===== src/rtl/ams_pkg.sv =====
package ams_pkg;
    typedef enum logic {
        RATE_48K = 1'b0,
        RATE_96K = 1'b1
    } rate_e;
endpackage


===== src/rtl/i2s_clkgen.sv =====
module i2s_clkgen
    import ams_pkg::*;
#(
    parameter int FRAME_BITS = 64,
    parameter int HALF_SLOW  = 2,
    parameter int HALF_FAST  = 1,
    localparam int POS_W     = $clog2(FRAME_BITS),
    localparam int TICK_W    = $clog2(HALF_SLOW) + 1
) (
    input  logic             clk,
    input  logic             rst_n,
    input  logic             en,
    input  rate_e            rate_sel,
    output logic             bclk_o,
    output logic             lrclk_o,
    output logic             fall_evt_o,
    output logic             rise_evt_o,
    output logic [POS_W-1:0] pos_o,
    output logic [POS_W-1:0] pos_nxt_o
);
    typedef struct packed {
        logic [TICK_W-1:0] tick;
        logic              bclk;
        logic              lrclk;
        logic [POS_W-1:0]  pos;
    } cg_t;

    cg_t        s_d, s_q;
    int         half_len;
    logic       wrap;
    logic       fall, rise;
    logic [POS_W-1:0] pos_nxt;

    always_comb begin
        half_len = (rate_sel == RATE_96K) ? HALF_FAST : HALF_SLOW;
        wrap     = (int'(s_q.tick) >= half_len - 1);
        fall     = en && wrap && s_q.bclk;
        rise     = en && wrap && !s_q.bclk;
        pos_nxt  = s_q.pos;
        if (fall) begin
            pos_nxt = (s_q.pos == POS_W'(FRAME_BITS - 1)) ? '0 : s_q.pos + 1'b1;
        end

        s_d = s_q;
        if (!en) begin
            s_d.tick  = '0;
            s_d.bclk  = 1'b1;
            s_d.lrclk = 1'b1;
            s_d.pos   = POS_W'(FRAME_BITS - 1);
        end else if (wrap) begin
            s_d.tick = '0;
            s_d.bclk = ~s_q.bclk;
            if (fall) begin
                s_d.pos   = pos_nxt;
                s_d.lrclk = (pos_nxt >= POS_W'(FRAME_BITS / 2));
            end
        end else begin
            s_d.tick = s_q.tick + 1'b1;
        end
    end

    always_ff @(posedge clk) begin
        if (!rst_n) begin
            s_q <= '{tick: '0, bclk: 1'b1, lrclk: 1'b1, pos: POS_W'(FRAME_BITS - 1)};
        end else begin
            s_q <= s_d;
        end
    end

    assign bclk_o     = s_q.bclk;
    assign lrclk_o    = s_q.lrclk;
    assign fall_evt_o = fall;
    assign rise_evt_o = rise;
    assign pos_o      = s_q.pos;
    assign pos_nxt_o  = pos_nxt;

    // disabled clocks park high
    p_idle_clocks_r1: assert property (@(posedge clk) disable iff (!rst_n)
        !en |=> (s_q.bclk && s_q.lrclk));

    // fast rate toggles the bit clock on every master clock
    p_fast_toggle_r2: assert property (@(posedge clk) disable iff (!rst_n)
        ($past(en) && ($past(rate_sel) == RATE_96K)) |-> (s_q.bclk != $past(s_q.bclk)));

    // frame clock moves only with a bit clock fall while running
    p_lr_on_fall_r3: assert property (@(posedge clk) disable iff (!rst_n)
        (!$stable(s_q.lrclk) && $past(en)) |-> $fell(s_q.bclk));
endmodule


===== src/rtl/i2s_tx_lane.sv =====
module i2s_tx_lane #(
    parameter int SAMPLE_W    = 24,
    parameter int SLOT_W      = 32,
    localparam int FRAME_BITS = 2 * SLOT_W,
    localparam int PAD_W      = SLOT_W - SAMPLE_W,
    localparam int POS_W      = $clog2(FRAME_BITS)
) (
    input  logic                clk,
    input  logic                rst_n,
    input  logic                en,
    input  logic                fall_evt,
    input  logic [POS_W-1:0]    pos_nxt,
    input  logic [SAMPLE_W-1:0] in_left,
    input  logic [SAMPLE_W-1:0] in_right,
    input  logic                in_valid,
    output logic                in_ready,
    output logic                sdout,
    output logic                underrun
);
    typedef struct packed {
        logic [SAMPLE_W-1:0]   hold_l;
        logic [SAMPLE_W-1:0]   hold_r;
        logic                  hold_full;
        logic [FRAME_BITS-1:0] shreg;
        logic                  sdout;
        logic                  underrun;
    } tx_t;

    tx_t  s_d, s_q;
    logic frame_start;
    logic accept;

    always_comb begin
        frame_start = fall_evt && (pos_nxt == '0);
        accept      = in_valid && !s_q.hold_full;

        s_d = s_q;
        if (!en) begin
            s_d.sdout    = 1'b0;
            s_d.underrun = 1'b0;
        end else if (frame_start) begin
            s_d.sdout = 1'b0;
            if (s_q.hold_full) begin
                s_d.shreg     = {s_q.hold_l, {PAD_W{1'b0}}, s_q.hold_r, {PAD_W{1'b0}}};
                s_d.hold_full = 1'b0;
            end else begin
                s_d.shreg    = '0;
                s_d.underrun = 1'b1;
            end
        end else if (fall_evt) begin
            s_d.sdout = s_q.shreg[FRAME_BITS-1];
            s_d.shreg = {s_q.shreg[FRAME_BITS-2:0], 1'b0};
        end

        if (accept) begin
            s_d.hold_l    = in_left;
            s_d.hold_r    = in_right;
            s_d.hold_full = 1'b1;
        end
    end

    always_ff @(posedge clk) begin
        if (!rst_n) begin
            s_q <= '0;
        end else begin
            s_q <= s_d;
        end
    end

    assign in_ready = !s_q.hold_full;
    assign sdout    = s_q.sdout;
    assign underrun = s_q.underrun;

    // a disabled lane drives low
    p_idle_sdout_r1: assert property (@(posedge clk) disable iff (!rst_n)
        !en |=> !s_q.sdout);

    // serial data moves only with a bit clock fall
    p_sdout_on_fall_r4: assert property (@(posedge clk) disable iff (!rst_n)
        !$stable(s_q.sdout) |-> ($past(fall_evt) || !$past(en)));

    // a completed handshake fills the holding register
    p_accept_fills_r5: assert property (@(posedge clk) disable iff (!rst_n)
        (in_valid && in_ready) |=> !in_ready);

    // underrun stays set while enabled
    p_underrun_sticky_r6: assert property (@(posedge clk) disable iff (!rst_n)
        ($past(en) && $past(s_q.underrun)) |-> s_q.underrun);
endmodule


===== src/rtl/i2s_rx_lane.sv =====
module i2s_rx_lane #(
    parameter int SAMPLE_W    = 24,
    parameter int SLOT_W      = 32,
    localparam int FRAME_BITS = 2 * SLOT_W,
    localparam int POS_W      = $clog2(FRAME_BITS)
) (
    input  logic                clk,
    input  logic                rst_n,
    input  logic                en,
    input  logic                rise_evt,
    input  logic [POS_W-1:0]    pos,
    input  logic                sdin,
    output logic [SAMPLE_W-1:0] out_left,
    output logic [SAMPLE_W-1:0] out_right,
    output logic                out_valid,
    input  logic                out_ready
);
    typedef struct packed {
        logic [FRAME_BITS-1:0] shreg;
        logic                  armed;
        logic [SAMPLE_W-1:0]   out_l;
        logic [SAMPLE_W-1:0]   out_r;
        logic                  out_valid;
    } rx_t;

    rx_t  s_d, s_q;
    logic [FRAME_BITS-1:0] sh_next;
    logic publish;

    always_comb begin
        sh_next = {s_q.shreg[FRAME_BITS-2:0], sdin};
        publish = rise_evt && (pos == '0) && s_q.armed;

        s_d = s_q;
        if (!en) begin
            s_d.armed = 1'b0;
        end else if (rise_evt) begin
            s_d.shreg = sh_next;
            if (pos != '0) begin
                s_d.armed = 1'b1;
            end
        end

        if (publish) begin
            s_d.out_l     = sh_next[FRAME_BITS-1 -: SAMPLE_W];
            s_d.out_r     = sh_next[SLOT_W-1 -: SAMPLE_W];
            s_d.out_valid = 1'b1;
        end else if (s_q.out_valid && out_ready) begin
            s_d.out_valid = 1'b0;
        end
    end

    always_ff @(posedge clk) begin
        if (!rst_n) begin
            s_q <= '0;
        end else begin
            s_q <= s_d;
        end
    end

    assign out_left  = s_q.out_l;
    assign out_right = s_q.out_r;
    assign out_valid = s_q.out_valid;

    // a frame appears only at a bit clock rise
    p_publish_on_rise_r7: assert property (@(posedge clk) disable iff (!rst_n)
        $rose(s_q.out_valid) |-> $past(rise_evt));

    // unread data holds while not taken and not replaced
    p_hold_until_taken_r8: assert property (@(posedge clk) disable iff (!rst_n)
        (s_q.out_valid && !out_ready && !publish) |=>
        (s_q.out_valid && $stable(s_q.out_l) && $stable(s_q.out_r)));
endmodule


===== src/rtl/i2s_multilane_master.sv =====
module i2s_multilane_master
    import ams_pkg::*;
#(
    parameter int N_TX      = 4,
    parameter int N_RX      = 2,
    parameter int SAMPLE_W  = 24,
    parameter int SLOT_W    = 32,
    parameter int HALF_SLOW = 2,
    parameter int HALF_FAST = 1
) (
    input  logic                     clk,
    input  logic                     rst_n,
    input  logic                     enable,
    input  logic                     rate_sel,
    output logic                     bclk,
    output logic                     lrclk,
    input  logic [N_TX*SAMPLE_W-1:0] tx_left,
    input  logic [N_TX*SAMPLE_W-1:0] tx_right,
    input  logic [N_TX-1:0]          tx_valid,
    output logic [N_TX-1:0]          tx_ready,
    output logic [N_TX-1:0]          tx_underrun,
    output logic [N_TX-1:0]          sdout,
    input  logic [N_RX-1:0]          sdin,
    output logic [N_RX*SAMPLE_W-1:0] rx_left,
    output logic [N_RX*SAMPLE_W-1:0] rx_right,
    output logic [N_RX-1:0]          rx_valid,
    input  logic [N_RX-1:0]          rx_ready
);
    localparam int FRAME_BITS = 2 * SLOT_W;
    localparam int POS_W      = $clog2(FRAME_BITS);

    logic             fall_evt;
    logic             rise_evt;
    logic [POS_W-1:0] pos_cur;
    logic [POS_W-1:0] pos_nxt;

    i2s_clkgen #(
        .FRAME_BITS (FRAME_BITS),
        .HALF_SLOW  (HALF_SLOW),
        .HALF_FAST  (HALF_FAST)
    ) u_clkgen (
        .clk        (clk),
        .rst_n      (rst_n),
        .en         (enable),
        .rate_sel   (rate_e'(rate_sel)),
        .bclk_o     (bclk),
        .lrclk_o    (lrclk),
        .fall_evt_o (fall_evt),
        .rise_evt_o (rise_evt),
        .pos_o      (pos_cur),
        .pos_nxt_o  (pos_nxt)
    );

    for (genvar gi = 0; gi < N_TX; gi++) begin : g_tx
        i2s_tx_lane #(
            .SAMPLE_W (SAMPLE_W),
            .SLOT_W   (SLOT_W)
        ) u_tx (
            .clk      (clk),
            .rst_n    (rst_n),
            .en       (enable),
            .fall_evt (fall_evt),
            .pos_nxt  (pos_nxt),
            .in_left  (tx_left[gi*SAMPLE_W +: SAMPLE_W]),
            .in_right (tx_right[gi*SAMPLE_W +: SAMPLE_W]),
            .in_valid (tx_valid[gi]),
            .in_ready (tx_ready[gi]),
            .sdout    (sdout[gi]),
            .underrun (tx_underrun[gi])
        );
    end

    for (genvar gj = 0; gj < N_RX; gj++) begin : g_rx
        i2s_rx_lane #(
            .SAMPLE_W (SAMPLE_W),
            .SLOT_W   (SLOT_W)
        ) u_rx (
            .clk       (clk),
            .rst_n     (rst_n),
            .en        (enable),
            .rise_evt  (rise_evt),
            .pos       (pos_cur),
            .sdin      (sdin[gj]),
            .out_left  (rx_left[gj*SAMPLE_W +: SAMPLE_W]),
            .out_right (rx_right[gj*SAMPLE_W +: SAMPLE_W]),
            .out_valid (rx_valid[gj]),
            .out_ready (rx_ready[gj])
        );
    end
endmodule


===== config.mk =====
export PLATFORM = sky130hd
export DESIGN_NAME = i2s_multilane_master
export DESIGN_NICKNAME = d
export VERILOG_FILES = /design/src/rtl/ams_pkg.sv /design/src/rtl/i2s_clkgen.sv /design/src/rtl/i2s_tx_lane.sv /design/src/rtl/i2s_rx_lane.sv /design/src/rtl/i2s_multilane_master.sv
export SDC_FILE = /design/constraint.sdc
export NUM_CORES = 1
export LEC_CHECK = 0
export ABC_CLOCK_PERIOD_IN_PS = 3000
export BUFFER_PORTS_ARGS = -buffer_cell sky130_fd_sc_hd__buf_2
export CORE_ASPECT_RATIO = 0.9
export CORE_MARGIN = 10
export CORE_UTILIZATION = 59
export CTS_CLUSTER_DIAMETER = 50
export DETAILED_ROUTE_END_ITERATION = 6
export GPL_TIMING_DRIVEN = 0
export PLACE_DENSITY = 0.8
export SYNTH_ARGS = -nofsm -noshare
export SYNTH_HDL_FRONTEND = slang
export SYNTH_SLANG_ARGS = --single-unit

===== constraint.sdc =====
create_clock -name clk -period 3 [get_ports clk]
set_clock_uncertainty 0.2 [all_clocks]
set_input_delay 0.3 -clock clk [delete_from_list [all_inputs] [get_ports clk]]
set_output_delay 0.3 -clock clk [all_outputs]
set_load 0.02 [all_outputs]

# Word level (Yosys, flattened, before mapping)
# Index checks and enable logic that the tools add are counted.
# W data, S select, Z words.
# totals
ff_bits	695
# op_classes
n_addsub	3
magnitude_cmp	2
n_eq_ne	1
mux	28
bitwise_logic	7
n_reduce_logical	46
# op_table
operator	count
$mux W65	12
$mux W64	4
$ge A3 B32 Y1	1
$sub A32 B2 Y32 const B	1
$reduce_and A2 Y1	13
$reduce_bool A2 Y1	11
$logic_and A1 B1 Y1	12
$logic_not A6 Y1	2
$mux W6	2
$mux W1	9
$not A1 Y1	7
$add A6 B1 Y6 const B	1
$eq A6 B6 Y1 const B	1
$ge A6 B6 Y1 const B	1
$reduce_bool A6 Y1	1
$reduce_or A3 Y1	2
$logic_not A1 Y1	5
$add A2 B1 Y2 const B	1
$mux W2	1

# Logic depth before layout (Yosys ltp)
# depth
word_depth	11
ltp_mapped	11

# Modules after synthesis
# From an unflattened synthesis, not the netlist that was laid out.
# hier_totals
hier_cells	3450
hier_area_um2	29198.0
# modules_own_cells
module	instances	cells_each	area_per_inst_um2
i2s_tx_lane	4	576	4837.1
i2s_rx_lane	2	541	4660.7
i2s_clkgen	1	64	528.0

# Worst setup path after synthesis
# No wires, ideal clock.
# synth_timing
path_kind	register -> register
from	register u_clkgen.s_q[8] (netlist name)
to	register g_tx[1].u_tx.s_q[17] (netlist name)
arrival_ns	2.301
required_time_ns	2.728
path_slack_ns	0.427
stages_incl_launch_ff	12
synth_period_minus_slack_ns	2.573
path_cell_list	dfxtp_1 inv_1 ha_1 or3b_1 buf_2 nand3_1 o31ai_4 nand4_2 nor2_2 buf_6 buf_6 mux2i_1
# synth_between
elab_chain_cells	8
elab_cells_between_ends	9
classes_between	order compare (1); mux (2); reduce/logical (6)
# synth_rtl
element	line_no	text
start, declared	i2s_clkgen.sv:28	cg_t s_d, s_q;
start signal, assigned	i2s_clkgen.sv:64	s_q <= '{tick: '0, bclk: 1'b1, lrclk: 1'b1, pos: POS_W'(FRAME_BITS - 1)};
$ge A3 B32 Y1 (*)	i2s_clkgen.sv:36	wrap = (int'(s_q.tick) >= half_len - 1);
$logic_and A1 B1 Y1 (*) (2 in a row)	i2s_clkgen.sv:37	fall = en && wrap && s_q.bclk;
$mux W6	i2s_clkgen.sv:40	if (fall) begin
$logic_not A6 Y1	i2s_tx_lane.sv:34	frame_start = fall_evt && (pos_nxt == '0);
$logic_and A1 B1 Y1	i2s_tx_lane.sv:34	
$reduce_bool A2 Y1 (no source line)	-	
$reduce_and A2 Y1 (no source line)	-	
end signal, assigned	i2s_tx_lane.sv:64	s_q <= '0;
end signal, assigned	i2s_tx_lane.sv:66	s_q <= s_d;
end, declared	i2s_tx_lane.sv:29	tx_t s_d, s_q;
# Mark *: on every way between the ends. The rest lies on a longest branch, timed or not.
# A chain may end at the register's enable or synchronous reset.

# Final worst setup path
# layout_timing
from	register u_clkgen.s_q[8] (netlist name)
to	register g_tx[3].u_tx.s_q[38] (netlist name)
# layout_between
elab_chain_cells	8
elab_cells_between_ends	9
classes_between	order compare (1); mux (2); reduce/logical (6)
# layout_rtl
element	line_no
$ge A3 B32 Y1 (*)	i2s_clkgen.sv:36
$logic_and A1 B1 Y1 (*) (2 in a row)	i2s_clkgen.sv:37
$mux W6	i2s_clkgen.sv:40
$logic_not A6 Y1	i2s_tx_lane.sv:34
$logic_and A1 B1 Y1	i2s_tx_lane.sv:34
$reduce_bool A2 Y1 (no source line)	-
$reduce_and A2 Y1 (no source line)	-
end signal, assigned	i2s_tx_lane.sv:64
end signal, assigned	i2s_tx_lane.sv:66
end, declared	i2s_tx_lane.sv:29
# Marked as above.

==> flow_summary.yaml <==
logic_synthesis:
  yosys_warnings: 0
  synth_seq_area_share: 0.467
  synth_nets: 3892
  synth.avg_cell_area_um2: 7.80
  ys_ff_latch: 670
  postSynthCellCount: 3685
  yosysMostFrequentCell: "nand2_1"
  yosysTopAreaCellShare: 0.467
  ys_async_sr_fraction: 0
  synth_cell_type_count: 42
  ys_top_cells_by_count: "1,643 x nand2_1, 670 x dfxtp_1, 454 x a21boi_0"
  synth_edf_count: 0
  synth_top_cell_by_area: "dfxtp_1"
  ys_top_cells_by_area: "dfxtp_1 47%, nand2_1 21%, a21boi_0 12%"
  yosys_most_used_dff: "dfxtp_1"
  synth_area_um2: 28700
timing:
  layout_worst_path_cycle_share: 0.971
  hold_viol: 0
  fmax_mhz: 343
  final_max_slew_viol_count: 0
  tightest_slew_ns: 1.04
  setup_slack_ns: 0.0880
  slew_headroom: 0.307
  period_needed_ns: 2.91
  setup_violations: 0
  rsz0062_at_grt: "yes"
clocking:
  cts_tree: "built"
  worstSkewPairLatency_ns: 0.60
  clk_path_buf_depth: 3
  cts_root_buf: "clkbuf_16"
  cts_sinks: 670
  htree_num_levels: 3
  clk_pin_slew_ns: 0.06
  cts_buffers: 69
die:
  dieArea_um2: 57900
  die_x_um: 253
  die_h_um: 229
  coreArea_um2: 48000
  num_io_pins: 316
  initial_utilization: 0.598
  rows: 76
route:
  drt_iter0_drc: 1835
  wl_per_cell_um: 16.3
  dr.pass1.iters: 7
  vias: 26100
  drc: 0
  drt-vias-per-instance: 5.27
  ant_nets: 0
  wirelength_mm: 80.9
worst_setup_path:
  crit_path_max_fanout: 10
  cpLargestDelayFamily: "simple AND/OR/NAND/NOR gates"
  cp_data_arrival_time_ns: 3.22
  cpMaxStageDelayCell: "a221o_1"
  slowest_delay_ns: 0.36
  reg2reg_slack_ns: 0.09
  path_class: "register to register"
  crit_buf_inv: 4
  end_kind: "register"
  crit_chain: "inv_1 -> ha_1 -> or3b_1 -> buf_2 -> and4_4 -> a221o_1 -> nand4_4 -> buf_4 -> clkbuf_4 -> nand3_1 -> a21boi_0"
  cp-start-kind: "register"
  required_ns: 3.31
finish:
  fillers: 3561
  regArea_um2: 13400
  area_delta_synth_final_pct: 23.5
  final_area_um2: 35500
  multi_input_area_um2: 13200
  final_nets: 4479
  layout-drive-gt1-share: 0.142
  final_util: 0.739
power_and_ir_drop:
  power_density_nw_per_um2: 544
  irDropWorstVdd_v: 0.000429
  p_switching_uw: 4680
  p_comb_frac: 0.080
  leakagePower_uw: 0.0139
  seqPwrFrac: 0.474
  clkPwrFrac: 0.445
  p_int_uw: 14600
  sw_frac_of_total: 0.242
grt:
  grt_max_degree: 16
  grt_overflow: 0
  grt_pass1_wl_mm: 128
  grtUsageTotal: 0.270
  grt_pass1_vias: 24700
  antenna_found_initial: 8
placement:
  dp_hpwl_mm: 54.2
  placed_area_um2: 31100
  port_buffers: 314
  place_ws_ns: -0.949
  place_congestion: 0.852
min_path:
  worst_hold_path_type: "register to register"
outcome:
  status: "completed"
flow_run:
  cap_violations: 0
path summary, 6_finish.rpt:
kind                                             end          startpoint  cells past startpoint
worst max-delay path            g_tx[3].u_tx.s_q[38]     u_clkgen.s_q[8]                     11
worst min-delay path              g_tx[3].u_tx.sdout  g_tx[3].u_tx.sdout                      2
worst max register to register  g_tx[3].u_tx.s_q[38]     u_clkgen.s_q[8]                     11
worst min register to register    g_tx[3].u_tx.sdout  g_tx[3].u_tx.sdout                      2
cells in the final DEF (no fill, tap or decap), drive strengths merged, types with 3 or more instances in the layout:
cell	synthesis	final
dfxtp	670	670
xnor2	3	3
and3	3	3
nand3	235	235
clkbuf	231	325
nor2	13	13
a31oi	7	7
nand2	1643	1643
nor2b	4	4
inv	9	15
diode	0	8
clkinvlp	0	4
clkinv	0	16
mux2i	188	188
ha	3	3
a21boi	454	454
a21oi	13	13
dlygate4sd3	0	201
nor3	3	3
bufinv	0	4
o21ai	10	10
buf	170	486
area by class of cell:
class                           instances  area share
Clock buffer                           95      0.0554
Timing Repair Buffer                  519       0.102
Tap cell                              624      0.0220
Multi-Input combinational cell       2605       0.373
Sequential cell                       670       0.378
Buffer                                398      0.0604
Antenna cell                            8    0.000564
Clock inverter                         30     0.00807
Inverter                                9    0.000952
metal layers:
metal,share of wire,track usage,vias up
li1,-,-,12900
met1,0.43,0.338,12200
met2,0.48,0.460,777
met3,0.059,0.0465,175
met4,0.032,0.0933,4
met5,0.00028,0,-
sequential cells by signal, summed over array words and instances (netlist names), 2 cells and up:
name and flops:
u_clkgen.pos_o 6, g_rx.u_rx.out_valid 2, g_tx.u_tx.s_q 427, g_rx.u_rx.s_q 127, u_clkgen.s_q 2, g_tx.u_tx.underrun 4
g_rx.u_rx.out_left 48, g_tx.u_tx.sdout 4, g_rx.u_rx.out_right 48
power by group through the flow:
stage,Sequential [µW],Combinational (µW),Clock (µW)
after floorplan,9320,800,0
after global placement,9350,1270,0
after detailed placement,9350,1280,0
after CTS,9150,1500,8670
after global routing,9170,1690,9020
final,9160,1550,8600
metrics by stage:
step	hold slack [ns]	instances	setup TNS, ns	total power [µW]
global route	0.273	4955	-0.232	19900
global placement	0.212	4623	-94.50	10600
CTS	0.251	4949	0	19300
finish	0.253	4958	0	19300
floorplan	0.201	3685	0	10100
detailed placement	0.236	4623	-105.04	10600
tightest hold or removal path, cell delays in order (launching register included):
cell and delay (ns):
dfxtp_1 0.31, nand2_1 0.05, a21oi_1 0.05
logic make-up after synthesis:
| group | count (synthesis) | synth area share |
|---|---|---|
| AOI/OAI and AO/OA | 495 | 0.128 |
| xor gates and xnor gates | 4 | 0.00122 |
| adders and majority gates | 3 | 0.00131 |
| buffers and inverters | 410 | 0.0742 |
| DFF | 670 | 0.467 |
| muxes | 188 | 0.0655 |
| and+or+nand+nor | 1915 | 0.263 |
what timing repair did:
item	4_1_cts	5_1_grt
pin swaps	1	1
endpoints found under the setup margin	350	279
hold buffers	201	0
gates resized for setup	16	40
setup buffers	1	3
gates cloned	0	0
hold endpoints to repair	206	0
No activity file was read; power rests on OpenSTA's default activity.
